**src/rtl/predec_pkg.sv**
```systemverilog
package predec_pkg;
  localparam int unsigned REG_W = 4;
  localparam int unsigned LEN_W = 4;
  localparam logic [1:0] MOD_IND    = 2'b00;
  localparam logic [1:0] MOD_D8     = 2'b01;
  localparam logic [1:0] MOD_D32    = 2'b10;
  localparam logic [1:0] MOD_REG    = 2'b11;
  localparam logic [2:0] RM_ESC_SIB = 3'b100;
  localparam logic [2:0] RM_NOBASE  = 3'b101;

  typedef struct packed {
    logic             sib_present;
    logic [LEN_W-1:0] disp_bytes;
    logic [LEN_W-1:0] total_len;
    logic [REG_W-1:0] base_reg;
    logic [REG_W-1:0] index_reg;
    logic             no_base;
    logic             no_index;
    logic             rip_rel;
  } predec_res_t;
endpackage

```
**src/rtl/predec_form.sv**
```systemverilog
module predec_form
  import predec_pkg::*;
(
  input  logic [7:0] modrm,
  input  logic [7:0] sib,
  input  logic       moffs_op,
  input  logic       addr32,
  output logic       sib_present,
  output logic       rip_rel,
  output logic       sib_nobase,
  output logic [LEN_W-1:0] disp_bytes
);
  logic [1:0] mod_f;
  logic [2:0] rm_f;
  logic [2:0] sbase_f;

  always_comb begin
    mod_f   = modrm[7:6];
    rm_f    = modrm[2:0];
    sbase_f = sib[2:0];
    sib_present = 1'b0;
    rip_rel     = 1'b0;
    sib_nobase  = 1'b0;
    disp_bytes  = '0;
    if (moffs_op) begin
      disp_bytes = addr32 ? LEN_W'(4) : LEN_W'(8);
    end else if (mod_f != MOD_REG) begin
      sib_present = (rm_f == RM_ESC_SIB);
      case (mod_f)
        MOD_D8:  disp_bytes = LEN_W'(1);
        MOD_D32: disp_bytes = LEN_W'(4);
        default: begin
          if (rm_f == RM_NOBASE) begin
            rip_rel    = 1'b1;
            disp_bytes = LEN_W'(4);
          end else if (sib_present && sbase_f == RM_NOBASE) begin
            sib_nobase = 1'b1;
            disp_bytes = LEN_W'(4);
          end
        end
      endcase
    end
  end
endmodule

```
**src/rtl/predec_regs.sv**
```systemverilog
module predec_regs
  import predec_pkg::*;
(
  input  logic [7:0] modrm,
  input  logic [7:0] sib,
  input  logic       rex_b,
  input  logic       rex_x,
  input  logic       sib_present,
  output logic [REG_W-1:0] base_reg,
  output logic [REG_W-1:0] index_reg,
  output logic       no_index
);
  localparam logic [REG_W-1:0] SP_NUM = REG_W'(4);

  always_comb begin
    base_reg  = sib_present ? {rex_b, sib[2:0]} : {rex_b, modrm[2:0]};
    index_reg = '0;
    no_index  = 1'b1;
    if (sib_present) begin
      index_reg = {rex_x, sib[5:3]};
      no_index  = (index_reg == SP_NUM);
    end
  end
endmodule

```
**src/rtl/modrm_len_predec.sv**
```systemverilog
module modrm_len_predec
  import predec_pkg::*;
(
  input  logic       clk,
  input  logic       rst_n,
  input  logic       in_valid,
  input  logic       rex_b,
  input  logic       rex_x,
  input  logic       addr32,
  input  logic       moffs_op,
  input  logic [7:0] modrm,
  input  logic [7:0] sib,
  output logic       out_valid,
  output logic       sib_present,
  output logic [3:0] disp_bytes,
  output logic [3:0] total_len,
  output logic [3:0] base_reg,
  output logic [3:0] index_reg,
  output logic       no_base,
  output logic       no_index,
  output logic       rip_rel
);
  logic             f_sib, f_rip, f_sibnb;
  logic [LEN_W-1:0] f_disp;
  logic [REG_W-1:0] f_base, f_index;
  logic             f_noidx;
  predec_res_t      res_d, res_q;
  logic             vld_d, vld_q;

  predec_form u_form (
    .modrm(modrm), .sib(sib), .moffs_op(moffs_op), .addr32(addr32),
    .sib_present(f_sib), .rip_rel(f_rip), .sib_nobase(f_sibnb),
    .disp_bytes(f_disp)
  );

  predec_regs u_regs (
    .modrm(modrm), .sib(sib), .rex_b(rex_b), .rex_x(rex_x),
    .sib_present(f_sib), .base_reg(f_base), .index_reg(f_index),
    .no_index(f_noidx)
  );

  always_comb begin
    res_d = res_q;
    vld_d = in_valid;
    if (in_valid) begin
      res_d.sib_present = f_sib;
      res_d.disp_bytes  = f_disp;
      res_d.total_len   = moffs_op ? f_disp
                                   : LEN_W'(1) + LEN_W'(f_sib) + f_disp;
      res_d.base_reg    = f_base;
      res_d.index_reg   = f_index;
      res_d.no_base     = f_rip | f_sibnb;
      res_d.no_index    = f_noidx;
      res_d.rip_rel     = f_rip;
    end
  end

  always_ff @(posedge clk or negedge rst_n) begin
    if (!rst_n) begin
      res_q <= '0;
      vld_q <= 1'b0;
    end else begin
      vld_q <= vld_d;
      if (in_valid) res_q <= res_d;
    end
  end

  assign out_valid   = vld_q;
  assign sib_present = res_q.sib_present;
  assign disp_bytes  = res_q.disp_bytes;
  assign total_len   = res_q.total_len;
  assign base_reg    = res_q.base_reg;
  assign index_reg   = res_q.index_reg;
  assign no_base     = res_q.no_base;
  assign no_index    = res_q.no_index;
  assign rip_rel     = res_q.rip_rel;

  p_sib_from_raw_rm_r1: assert property (@(posedge clk) disable iff (!rst_n)
    (in_valid && !moffs_op && modrm[7:6] != 2'b11 && modrm[2:0] == 3'b100)
    |=> sib_present);
  p_reg_form_r2: assert property (@(posedge clk) disable iff (!rst_n)
    (in_valid && !moffs_op && modrm[7:6] == 2'b11)
    |=> (disp_bytes == 4'd0 && !sib_present));
  p_rip_rel_r4: assert property (@(posedge clk) disable iff (!rst_n)
    (in_valid && !moffs_op && modrm[7:6] == 2'b00 && modrm[2:0] == 3'b101)
    |=> (rip_rel && no_base && disp_bytes == 4'd4));
  p_r12_index_r7: assert property (@(posedge clk) disable iff (!rst_n)
    (in_valid && !moffs_op && modrm[7:6] != 2'b11 && modrm[2:0] == 3'b100
     && rex_x && sib[5:3] == 3'b100) |=> !no_index);
  p_moffs_len_r8: assert property (@(posedge clk) disable iff (!rst_n)
    (in_valid && moffs_op) |=> (!sib_present && disp_bytes == (addr32 ? 4'd4 : 4'd8)));
  p_hold_r10: assert property (@(posedge clk) disable iff (!rst_n)
    !in_valid |=> ($stable(total_len) && $stable(base_reg) && !out_valid));
endmodule

```
**config.mk**
```make
export PLATFORM = sky130hd
export DESIGN_NAME = modrm_len_predec
export DESIGN_NICKNAME = d
export VERILOG_FILES = /design/src/rtl/predec_pkg.sv /design/src/rtl/predec_form.sv /design/src/rtl/predec_regs.sv /design/src/rtl/modrm_len_predec.sv
export SDC_FILE = /design/constraint.sdc
export NUM_CORES = 1
export LEC_CHECK = 0
export BUFFER_PORTS_ARGS = -buffer_cell sky130_fd_sc_hd__buf_4
export CAP_MARGIN = 10
export CORE_MARGIN = 1.5
export CORE_UTILIZATION = 30
export CTS_CLUSTER_DIAMETER = 100
export CTS_CLUSTER_SIZE = 28
export DETAILED_ROUTE_END_ITERATION = 8
export PLACE_DENSITY = 0.6
export SYNTH_ARGS = -nofsm -noshare
export SYNTH_HDL_FRONTEND = slang
export SYNTH_HIERARCHICAL = 1
export SYNTH_SLANG_ARGS = --single-unit
export TNS_END_PERCENT = 20
```
**constraint.sdc**
```tcl
create_clock -name clk -period 1.01 [get_ports clk]
set_input_delay 0.202 -clock clk [delete_from_list [all_inputs] [get_ports clk]]
set_output_delay 0.202 -clock clk [all_outputs]
set_load 0.01 [all_outputs]
```
Yosys cells after proc, flatten, opt, wreduce, memory -nomap -nowiden --
Index checks and enable logic that the tools add are counted.
Word-level totals: register bits 21, input bits 23, word-level logic and storage cells 42
Cells by class: add/subtract/negate cells 2, eq/ne operators 7, mux-type cells 21, bitwise gates (word level) 1, reduce and logical (&&, ||, !) cells 2
Operator list (number):
- 4-bit two-way mux | 6
- 1-bit two-way mux | 12
- 3-bit == test (second input constant) | 3
- 4-bit one-hot mux with 2 select lines | 1
- 3-bit two-way mux | 2
- 2-bit by 4-bit adder with 4-bit output | 1
- 4-bit by 3-bit == test with 1-bit output (second input constant) | 1
- 1-bit by 1-bit adder with 2-bit output (first input constant) | 1
- 2-bit by 1-bit == test with 1-bit output (second input constant) | 1
- 2-bit == test (second input constant) | 1
- 2-bit != test (second input constant) | 1
- 2-bit OR reduction | 1
- 1-bit logical AND | 1
- 1-bit OR | 1

Logic depth before layout (Yosys ltp) --
Gate-level depths: netlist of run 1.
depth after elaboration 9, gate-level depth with buffers 10, gate-level depth less buffers 10

Modules after synthesis --
The synthesis of run 1 kept the hierarchy.
Modules (own cells, without submodules):
- modrm_len_predec | times used 1, cells an instance 61, area each 865.8 µm², sequential area each 525.5 µm²
- predec_form | times used 1, cells an instance 18, area each 151.4 µm², sequential area each 0.0 µm²
- predec_regs | times used 1, cells an instance 11, area each 113.9 µm², sequential area each 0.0 µm²

Worst setup path after synthesis of run 1 --
OpenSTA, ideal clock, no wires.
path kind input to register, start input port modrm[6], end register res_q, in the netlist base_reg[0], arrival time 1.338 ns, setup slack -0.452 ns, cell stages on the path 6, path through ha_1 > nor2_1 > and3_1 > buf_6 > mux2_4 > mux2_2
On the way: word-level cells in the longest chain between the ends 4
Ends and longest elaborated chain:
- start: declaration | line modrm_len_predec.sv:11 | input logic [7:0] modrm,
- 2-bit != test | line predec_form.sv:27 | end else if (mod_f != MOD_REG) begin
- 1-bit two-way mux | line predec_form.sv:27
- 1-bit two-way mux | line predec_form.sv:25 | if (moffs_op) begin
- net f_sib | line modrm_len_predec.sv:23 | logic f_sib, f_rip, f_sibnb;
- 3-bit two-way mux | line predec_regs.sv:16 | base_reg = sib_present ? {rex_b, sib[2:0]} : {rex_b, modrm[2:0]};
- net f_base[0] | line modrm_len_predec.sv:25 | logic [REG_W-1:0] f_base, f_index;
- end signal: assignment | line modrm_len_predec.sv:64 | if (in_valid) res_q <= res_d;
- end: declaration | line modrm_len_predec.sv:27 | predec_res_t res_d, res_q;
The timed path passes the listed nets, and every way through them passes these cells. A chain may end at the register's enable or synchronous reset.

Final worst setup path of run 1 --
start input port modrm[7], end register res_q, in the netlist base_reg[1]
The elaborated chain is that of the path after synthesis.

==> results of run 1 <==
[cells in the mapped netlist (all sizes together)]
library cell   n
and2           4
a22oi          1
dfrtp         21
mux2          19
nor4           1
and4bb         1
and2b          2
xnor2          2
ha             4
o21ai          1
a21oi          4
inv            5
nand2          1
o41ai          1
buf            6
nand3          1
nor2           8
mux2i          1
nor2b          2
nor3b          1
o31ai          1
and3           1
conb           1
nand3b         1
[power groups by stage]
stage               sequential [mW]  combinational [mW]  clock, mW
detailed placement            0.953               0.431          0
finish                        0.949               0.527      0.544
global route                  0.958               0.569      0.607
CTS                           0.938               0.465      0.574
global placement              0.952               0.421          0
floorplan                     0.980               0.171          0
[critical path: stages]
cell    delay (ns)
buf_8         0.10
ha_4          0.15
nor2_2        0.08
and3_4        0.20
buf_6         0.12
mux2_4        0.29
mux2_4        0.25
[layout make-up]
| cell class | instances | share of cell area [%] |
|---|---|---|
| clock buffers | 3 | 2.30 |
| clock inverters | 1 | 0.279 |
| inverters | 5 | 1.05 |
| multi-input cells | 58 | 35.3 |
| flip-flops and latches | 21 | 29.3 |
| well taps | 48 | 3.35 |
| repair buffers | 55 | 28.4 |
[layer usage]
layer	wire (microns)	up-vias	share of wire, %	track usage (%)
met2	1250	24	47	20.1
met4	46	0	1.7	4.79
met5	0	-	0	0
met3	123	4	4.6	3.70
met1	1250	417	47	17.8
li1	-	412	-	-
[cells in the final DEF, fill, tap and decap left out, types with 2 or more instances in the layout]
master / instances
buf_4: 31
dfrtp_1: 21
buf_6: 21
mux2_2: 11
mux2_4: 8
nor2_1: 6
a21oi_1: 4
and2_2: 4
inv_2: 3
ha_4: 3
clkbuf_8: 3
xnor2_1: 2
buf_8: 2
inv_1: 2
nor2_2: 2
[worst max path at each step]
stage	startpoint	to	slack, ns	cells after the start
floorplan	modrm[6]	base_reg[0]$_DFFE_PN0P_	-0.38	6
global placement	modrm[7]	base_reg[0]$_DFFE_PN0P_	-0.53	7
detailed placement	modrm[7]	base_reg[2]$_DFFE_PN0P_	-0.57	7
CTS	modrm[7]	base_reg[1]$_DFFE_PN0P_	-0.23	7
global route	modrm[7]	base_reg[0]$_DFFE_PN0P_	-0.26	7
finish	modrm[7]	base_reg[1]$_DFFE_PN0P_	-0.24	7
[timing repair]
action | 4_1_cts | 5_1_grt
buffers inserted | 2 | 2
gates resized for setup | 14 | 29
hold buffers | 1 | 0
pin swaps | 3 | 4
setup endpoints to repair | 14 | 35
endpoints found under the hold margin | 21 | 0
[per-stage QoR]
step                      util [%]  instance area [sq um]  hold slack, ns  instances  setup TNS, ns
after floorplan                  -                   1150         -0.0936         90          -2.75
after global placement        42.3                   1540           0.101        182          -6.32
after detailed placement      42.3                   1540           0.104        182          -6.84
after CTS                     45.8                   1660           0.166        189          -1.77
after global routing          49.3                   1790           0.172        191          -2.49
final                         49.3                   1790           0.171        191          -2.00
[logic make-up (layout without fill, tap and decap cells)]
| group | after synthesis | after routing | synth area share [%] |
|---|---|---|---|
| buffers and inverters | 11 | 64 | 6.42 |
| other | 1 | 1 | 0.332 |
| XOR/XNOR | 2 | 2 | 1.55 |
| adder cells (fa/ha/maj) | 4 | 4 | 4.42 |
| AND/OR/NAND/NOR | 23 | 23 | 14.6 |
| flip-flops | 21 | 21 | 46.5 |
| multiplexers | 20 | 20 | 20.8 |
| AO/OA/AOI/OAI | 8 | 8 | 5.42 |
==> results.txt, run 1 <==
The switching part of the total power came out at 25.8%. The run finished, with violations left. The final number of setup-violating endpoints is 12. The clock period minus final worst setup slack is 1.25 ns.

The starting density of the core is 31.1%. The part of the total power dissipated in sequential elements is 47.0%. The worst hold path begins at rex_b. TritonCTS built the clock tree. The internal portion of the total power is 1.50 mW. The routed length per instance came out at 13.9 microns. The worst register-to-register path begins at base_reg[0]$_DFFE_PN0P_. The area overhead of the layout relative to synthesis came out at 58.4%. The overall track demand over capacity in global routing is 13.2%. The placer congestion estimate is 0.725. The tree built by TritonCTS fans out to 21 sinks.

The largest net degree at the start of global routing is 23. For the final database, setup skew stands at 0 ns. Counting cells, the worst reg-to-reg path comes to 1. The net count after synthesis came out at 117.

IR analysis of the VDD net gives a maximum drop of 0.792 mV. The register-to-register path setup slack is 0.23 ns. Setup repair after global routing could not meet its margin everywhere. The worst slack at placement came out at -0.573 ns. In this run the clock root is driven by a clkbuf_8. After clock tree synthesis, the clock-pin slew on the worst setup and hold paths is 0.07 ns. The worst hold path terminates at base_reg[3]$_DFFE_PN0P_.

The total power after layout came out at 2.02 mW. The count of maximum capacitance violations is 0. The via count of the routed design is 857.

The maximum clock path buffer count is 2. The hold violation count in the final report came out at 0. The via count normalized by instance count is 4.49.

After layout, the worst path uses 124% of the clock period. The path class of the lowest-slack min-delay path is in -> reg. The data arrival time of the critical path is 1.40 ns. The area taken by flip-flops and latches is 526 sq um. The number of distinct library cells after synthesis is 30. Yosys attributes the largest share of cell area to dfrtp_1, mux2_2, ha_1. In this run the worst path has a maximum fanout of 5. Based on the critical path, the design can be clocked at up to 0.799 GHz.

The area inside the core boundary is 3630 sq um. The site row count is 22. For this run the aggregate overflow at the end of global routing stands at 0.

In this run the vertical extent of the chip is 64.4 microns. Power spread over the standard cell area amounts to 1130 nW/um^2. The number of buffers added by the clock tree synthesis step came out at 3.

The port buffer count came out at 38. In this run the number of H-tree levels came out at 1. The share of the yosys chip area belonging to registers came out at 46.5%. The final reports fail on setup timing. The die extent in x is 64.4 microns. During synthesis, Yosys emitted a total of 6 warnings.

For this block, the routed nets add up to 2660 microns of wire. The proportion of netlist area held by the largest area contributor is 46.5%. The average instance in the mapped netlist occupies 12.6 sq um. At the end of the flow, the number of nets in the layout was 171. The total of fill cells in the finished design came out at 358.

The instance count of the mapped netlist came out at 90. After detailed routing, the number of remaining DRC violations is 0. The total inserted antenna cells is 0. The proportion of layout cells with a drive suffix above 1 is 71.3%. The antenna violation net count after detailed routing is 0. The startpoint kind of the worst setup timing path is an input port.

After synthesis the netlist holds a flip-flop and latch count of 21. The worst setup path is of the in -> reg kind. The number of antenna violations at the first check in global routing is 0.

The number of optimization iterations in the first detailed-route pass came out at 2. The via count of the first global-routing pass is 832. In this run the critical register-to-register path is captured at base_reg[0]$_DFFE_PN0P_.

The share of total power in combinational logic came out at 26.1%. The boundary pin count came out at 44. The number of pins exceeding their max-slew limit in the final report is 0. STA classifies the critical path endpoint as a register. The global-route wire length before repair is 4120 microns. The leakage dissipation is 0.859 nW. The insertion delay of the later-clocked pin in the worst-skew pair came out at 0.26 ns. The final critical-path setup slack is -0.242 ns. The worst hold path passes through 2 cells. The biggest area contributor in the post-synthesis netlist is dfrtp_1.

The post-synthesis instance area came out at 1130 sq um. The die covers 4150 sq um. The half-perimeter wire length after placement is 1820 microns. The area taken by multi-input logic gates is 632 sq um. The switching power of the nets came out at 0.521 mW. The first routing iteration left 20 violations.

The clock network accounts for 26.9% of the total power. The required time at the worst-slack endpoint came out at 1.16 ns.
Note: power is estimated with default switching activity, not from simulation.
==> run 2, diff against run 1 <==
--- a/config.mk
+++ b/config.mk
@@ -5,6 +5,7 @@
 export SDC_FILE = /design/constraint.sdc
 export NUM_CORES = 1
 export LEC_CHECK = 0
+export ABC_AREA = 1
 export BUFFER_PORTS_ARGS = -buffer_cell sky130_fd_sc_hd__buf_4
 export CAP_MARGIN = 10
 export CORE_MARGIN = 1.5
@@ -12,7 +13,8 @@
 export CTS_CLUSTER_DIAMETER = 100
 export CTS_CLUSTER_SIZE = 28
 export DETAILED_ROUTE_END_ITERATION = 8
-export PLACE_DENSITY = 0.6
+export PLACE_DENSITY = 0.59
+export SKIP_LAST_GASP = 1
 export SYNTH_ARGS = -nofsm -noshare
 export SYNTH_HDL_FRONTEND = slang
 export SYNTH_HIERARCHICAL = 1
==> run 2 against run 1 <==
Compared with the run above: the flow still finishes with violations (setup timing); final cell count is 33% higher; design area decreased by 0.35%; worst hold slack got worse by 0.032 ns; via count increased by 23%.
==> results.txt, run 2 <==
The largest net degree at the start of global routing is 24 (+4.3%). The CTS root buffer is clkbuf_8. The area inside the core boundary is 3740 sq um (+3.0%). The violation count after the first detailed-route iteration is 24 (+20%).

The final number of setup-violating endpoints came to 5 (-7). The worst vdd rail ir drop was 0.477 mV (-40%). The library cell used most frequently in the layout, excluding fill and tap cells, is nand2_1.

The net count after synthesis came out at 181 (+55%). In the layout the commonest cells are nand2_1, buf_4, dfrtp_1. The worst-path maximum fanout came out at 2 (-3). The instance count of the mapped netlist came to 154 (+71%). The register-to-register path setup slack was 0.27 ns (+0.04 ns). The area overhead of the layout relative to synthesis came out at 48.3%.

The clock net sink count is 21 (unchanged). The combined buffer and inverter count along the critical path was 1 (-1). The DRC violation count after routing is 0 (unchanged). The count of yosys warnings during synthesis came out at 6 (unchanged). The placer congestion estimate was 0.746 (+2.9%).

The clock period minus final worst setup slack is 1.03 ns (-0.224 ns). The height of the die is 66.3 microns (+3.0%). The final net count was 234 (+37%). The largest area contributor in the synthesized netlist is dfrtp_1.

The type of element capturing the critical path is a primary output. The placed cell area came out at 1590 sq um (+3.4%). The number of cells in the design after placement is 243 (+34%). The share of total power in combinational logic came out at 24.9% (-1.2 points). The clock tree from TritonCTS is built.

The boundary pin count came out at 44 (unchanged). The total internal power is 1.42 mW (-5.1%). The die outline area is 4400 sq um (+6.1%). The number of buffers added by the clock tree synthesis step came out at 3 (unchanged). The run finished, with violations left. The kind of cell with the highest combined delay along the critical path is flip-flops. The synthesized area divided by synthesized cell count came to 7.82 sq um (-38%). The final hold slack came out at 0.139 ns (-0.0321 ns).

The final cell utilization of the core came to 47.7% (-1.6 points). The die extent in x came out at 66.3 microns (+3.0%). The number of pins exceeding their max-slew limit in the final report came to 0 (unchanged). The share of async-settable or async-resettable flops after synthesis came out at 100% (unchanged). The switching power of the nets is 0.559 mW (+7.2%).

The checks that failed: setup timing. The post-synthesis instance area was 1200 sq um (+6.4%). The count of maximum capacitance violations is 0 (unchanged).

The final instance count without filler cells is 254 (+33%). The clock-pin slew of the registers on the worst-case setup and hold paths is 0.08 ns (about the same). In the synthesized netlist, the cells that appear most often are nand2_1, inv_1, dfrtp_1.

The switching part of the total power came to 28.2% (+2.4 points). The part of the total power dissipated in sequential elements is 47.0% (about the same). The most common flop cell mapped by yosys is dfrtp_1. The routed length per instance came to 10.3 microns (-26%). The insertion delay of the later-clocked pin in the worst-skew pair is 0.26 ns (about the same).

The leakage dissipation came out at 0.976 nW (+14%). The clock skew after layout is 0 ns (unchanged). Setup repair after global routing could not meet its margin everywhere. The number of distinct library cells after synthesis came out at 20 (-33%). The total inserted antenna cells came to 0 (unchanged). The proportion of layout cells with a drive suffix above 1 came out at 43.2% (-28 points). The number of optimization iterations in the first detailed-route pass is 3 (+1). The port buffer count was 38 (unchanged). The starting density of the core came out at 32.2% (+1.0 points). The type of the worst setup path is reg -> out. The site row count came out at 22 (unchanged). In the post-synthesis netlist, the cell with the most instances is nand2_1. The share of the yosys chip area belonging to registers came out at 43.7% (-2.8 points). The antenna violation net count after detailed routing is 0 (unchanged). The global-route wire length before repair is 4360 microns (+5.9%). In the post-synthesis netlist, the biggest area contributors are dfrtp_1, nand2_1, inv_1. The proportion of power drawn by the clock network is 28.2% (+1.3 points). The via count of the first global-routing pass was 1,022 (+23%).

The endpoint identified for the worst register-to-register timing path is total_len[2]$_DFFE_PN0P_. The slowest stage of the critical path belongs to the cell dfrtp_1. The signal on the critical path passes through buf_4. The proportion of netlist area held by the largest area contributor is 43.7% (-2.8 points).

The maximum clock path buffer count is 2 (unchanged). The via count of the routed design came out at 1,054 (+23%). The tightest min-delay check is of the in -> reg type.

The final cycle utilization of the critical path is 102% (-22 points). The startpoint identified for the worst hold timing path is rex_b. The worst slack at placement is -0.475 ns (+0.0978 ns). The half-perimeter wire length after placement came out at 1850 microns (+1.6%). The stage delay of the slowest cell on the critical path is 0.41 ns (+0.12 ns). The number of cells on the worst reg-to-reg path is 3 (+2). The required time at the worst-slack endpoint is 0.81 ns (-0.35 ns). For hold timing, the worst endpoint is base_reg[3]$_DFFE_PN0P_.

The startpoint kind of the worst setup timing path is a register. The overall track demand over capacity in global routing is 13.1% (-0.11 points). The final critical-path setup slack is -0.0174 ns (+0.224 ns).

The number of enable-type register cells in the synthesized netlist is 0 (unchanged). In this run the critical register-to-register path is launched from total_len[2]$_DFFE_PN0P_. The maximum level of the CTS H-tree is 1 (unchanged). The final design area excluding fillers is 1790 sq um (-0.35%). The final routed wirelength across all metal layers came out at 2610 microns (-2.0%). The number of antenna violations at the first check in global routing came out at 0 (unchanged). The via count normalized by instance count came out at 4.15 (-7.5%).

The top achievable clock speed came to 0.973 GHz (+22%). The overall overflow remaining after global route came out at 0 (unchanged). The number of stages on the worst hold path came out at 3 (+1). The post-synthesis sequential element count came out at 21 (unchanged).

The power per standard cell area is 1110 nW/um^2 (-1.5%). The hold violation count in the final report is 0 (unchanged). The data arrival time of the critical path is 0.83 ns (-0.57 ns).
[run 2: cell types whose count changed in the layout (fill, tap and decap cells not counted), moves of 4 or more]
| cell | change |
|---|---|
| mux2_2 | -11 |
| buf_4 | +19 |
| mux2_4 | -8 |
| a21oi_1 | -4 |
| and2_2 | -4 |
| nand2_1 | +56 |
| inv_1 | +14 |
| buf_6 | -19 |
| nor2_1 | +8 |
| o21ai_2 | +5 |
[run 2: worst min-delay path, stage by stage]
cell and delay, ns:
buf_4 0.08, nand2_1 0.04, nand2_1 0.05
[run 2: worst max path at each step]
stage,slack (ns),depth (start not counted),startpoint,to
finish,-0.02,1,total_len[1]$_DFFE_PN0P_,total_len[1]
global route,-0.07,12,modrm[1],total_len[1]$_DFFE_PN0P_
CTS,-0.07,12,modrm[1],total_len[1]$_DFFE_PN0P_
detailed placement,-0.48,11,modrm[7],total_len[1]$_DFFE_PN0P_
global placement,-0.43,10,modrm[6],total_len[1]$_DFFE_PN0P_
floorplan,-0.30,10,modrm[7],total_len[1]$_DFFE_PN0P_
[run 2: cells by family (layout without fill, tap and decap cells)]
family	Yosys count	after routing	synth area share, %
and+or+nand+nor	87	87	31.2
DFF	21	21	43.7
adders and majority gates	4	4	4.16
buffers and inverters	30	82	13.9
other	1	1	0.312
AOI/OAI and AO/OA	11	11	6.76
[run 2: layout make-up]
type	instances	area, sq um
clock buffer	3	41.3
tap	48	60.1
timing repair buffer	55	443
multi-input combinational	103	602
clock inverter	1	5.00
sequential	21	526
inverter	23	109
fill	399	1960
[run 2: timing repair]
item,in CTS,in global routing
hold endpoints to repair,21,0
pin swaps,5,5
setup buffers,5,2
hold buffers,1,0
setup endpoints to repair,9,30
gates resized for setup,16,8
[run 2: power groups by stage]
stage                     Sequential (mW)  Combinational (mW)  Clock, mW
after floorplan                     0.975               0.194          0
after global placement              0.950               0.425          0
after detailed placement            0.950               0.430          0
after CTS                           0.934               0.467      0.564
after global routing                0.938               0.547      0.593
final                               0.931               0.493      0.558
[run 2: through the flow]
| step | setup TNS, ns | power, mW |
|---|---|---|
| after global routing | -0.464 | 2.08 |
| final | -0.0482 | 1.98 |
| after CTS | -0.234 | 1.97 |
| after global placement | -3.63 | 1.38 |
| after floorplan | -0.564 | 1.17 |
| after detailed placement | -3.93 | 1.38 |
[run 2: layer usage]
| layer | wire [microns] | global-route usage (%) | vias to the layer above |
|---|---|---|---|
| li1 | - | - | 560 |
| met1 | 1120 | 16.0 | 469 |
| met2 | 1340 | 22.3 | 20 |
| met3 | 82 | 1.53 | 5 |
| met4 | 61 | 6.89 | 0 |
| met5 | 0 | 0 | - |
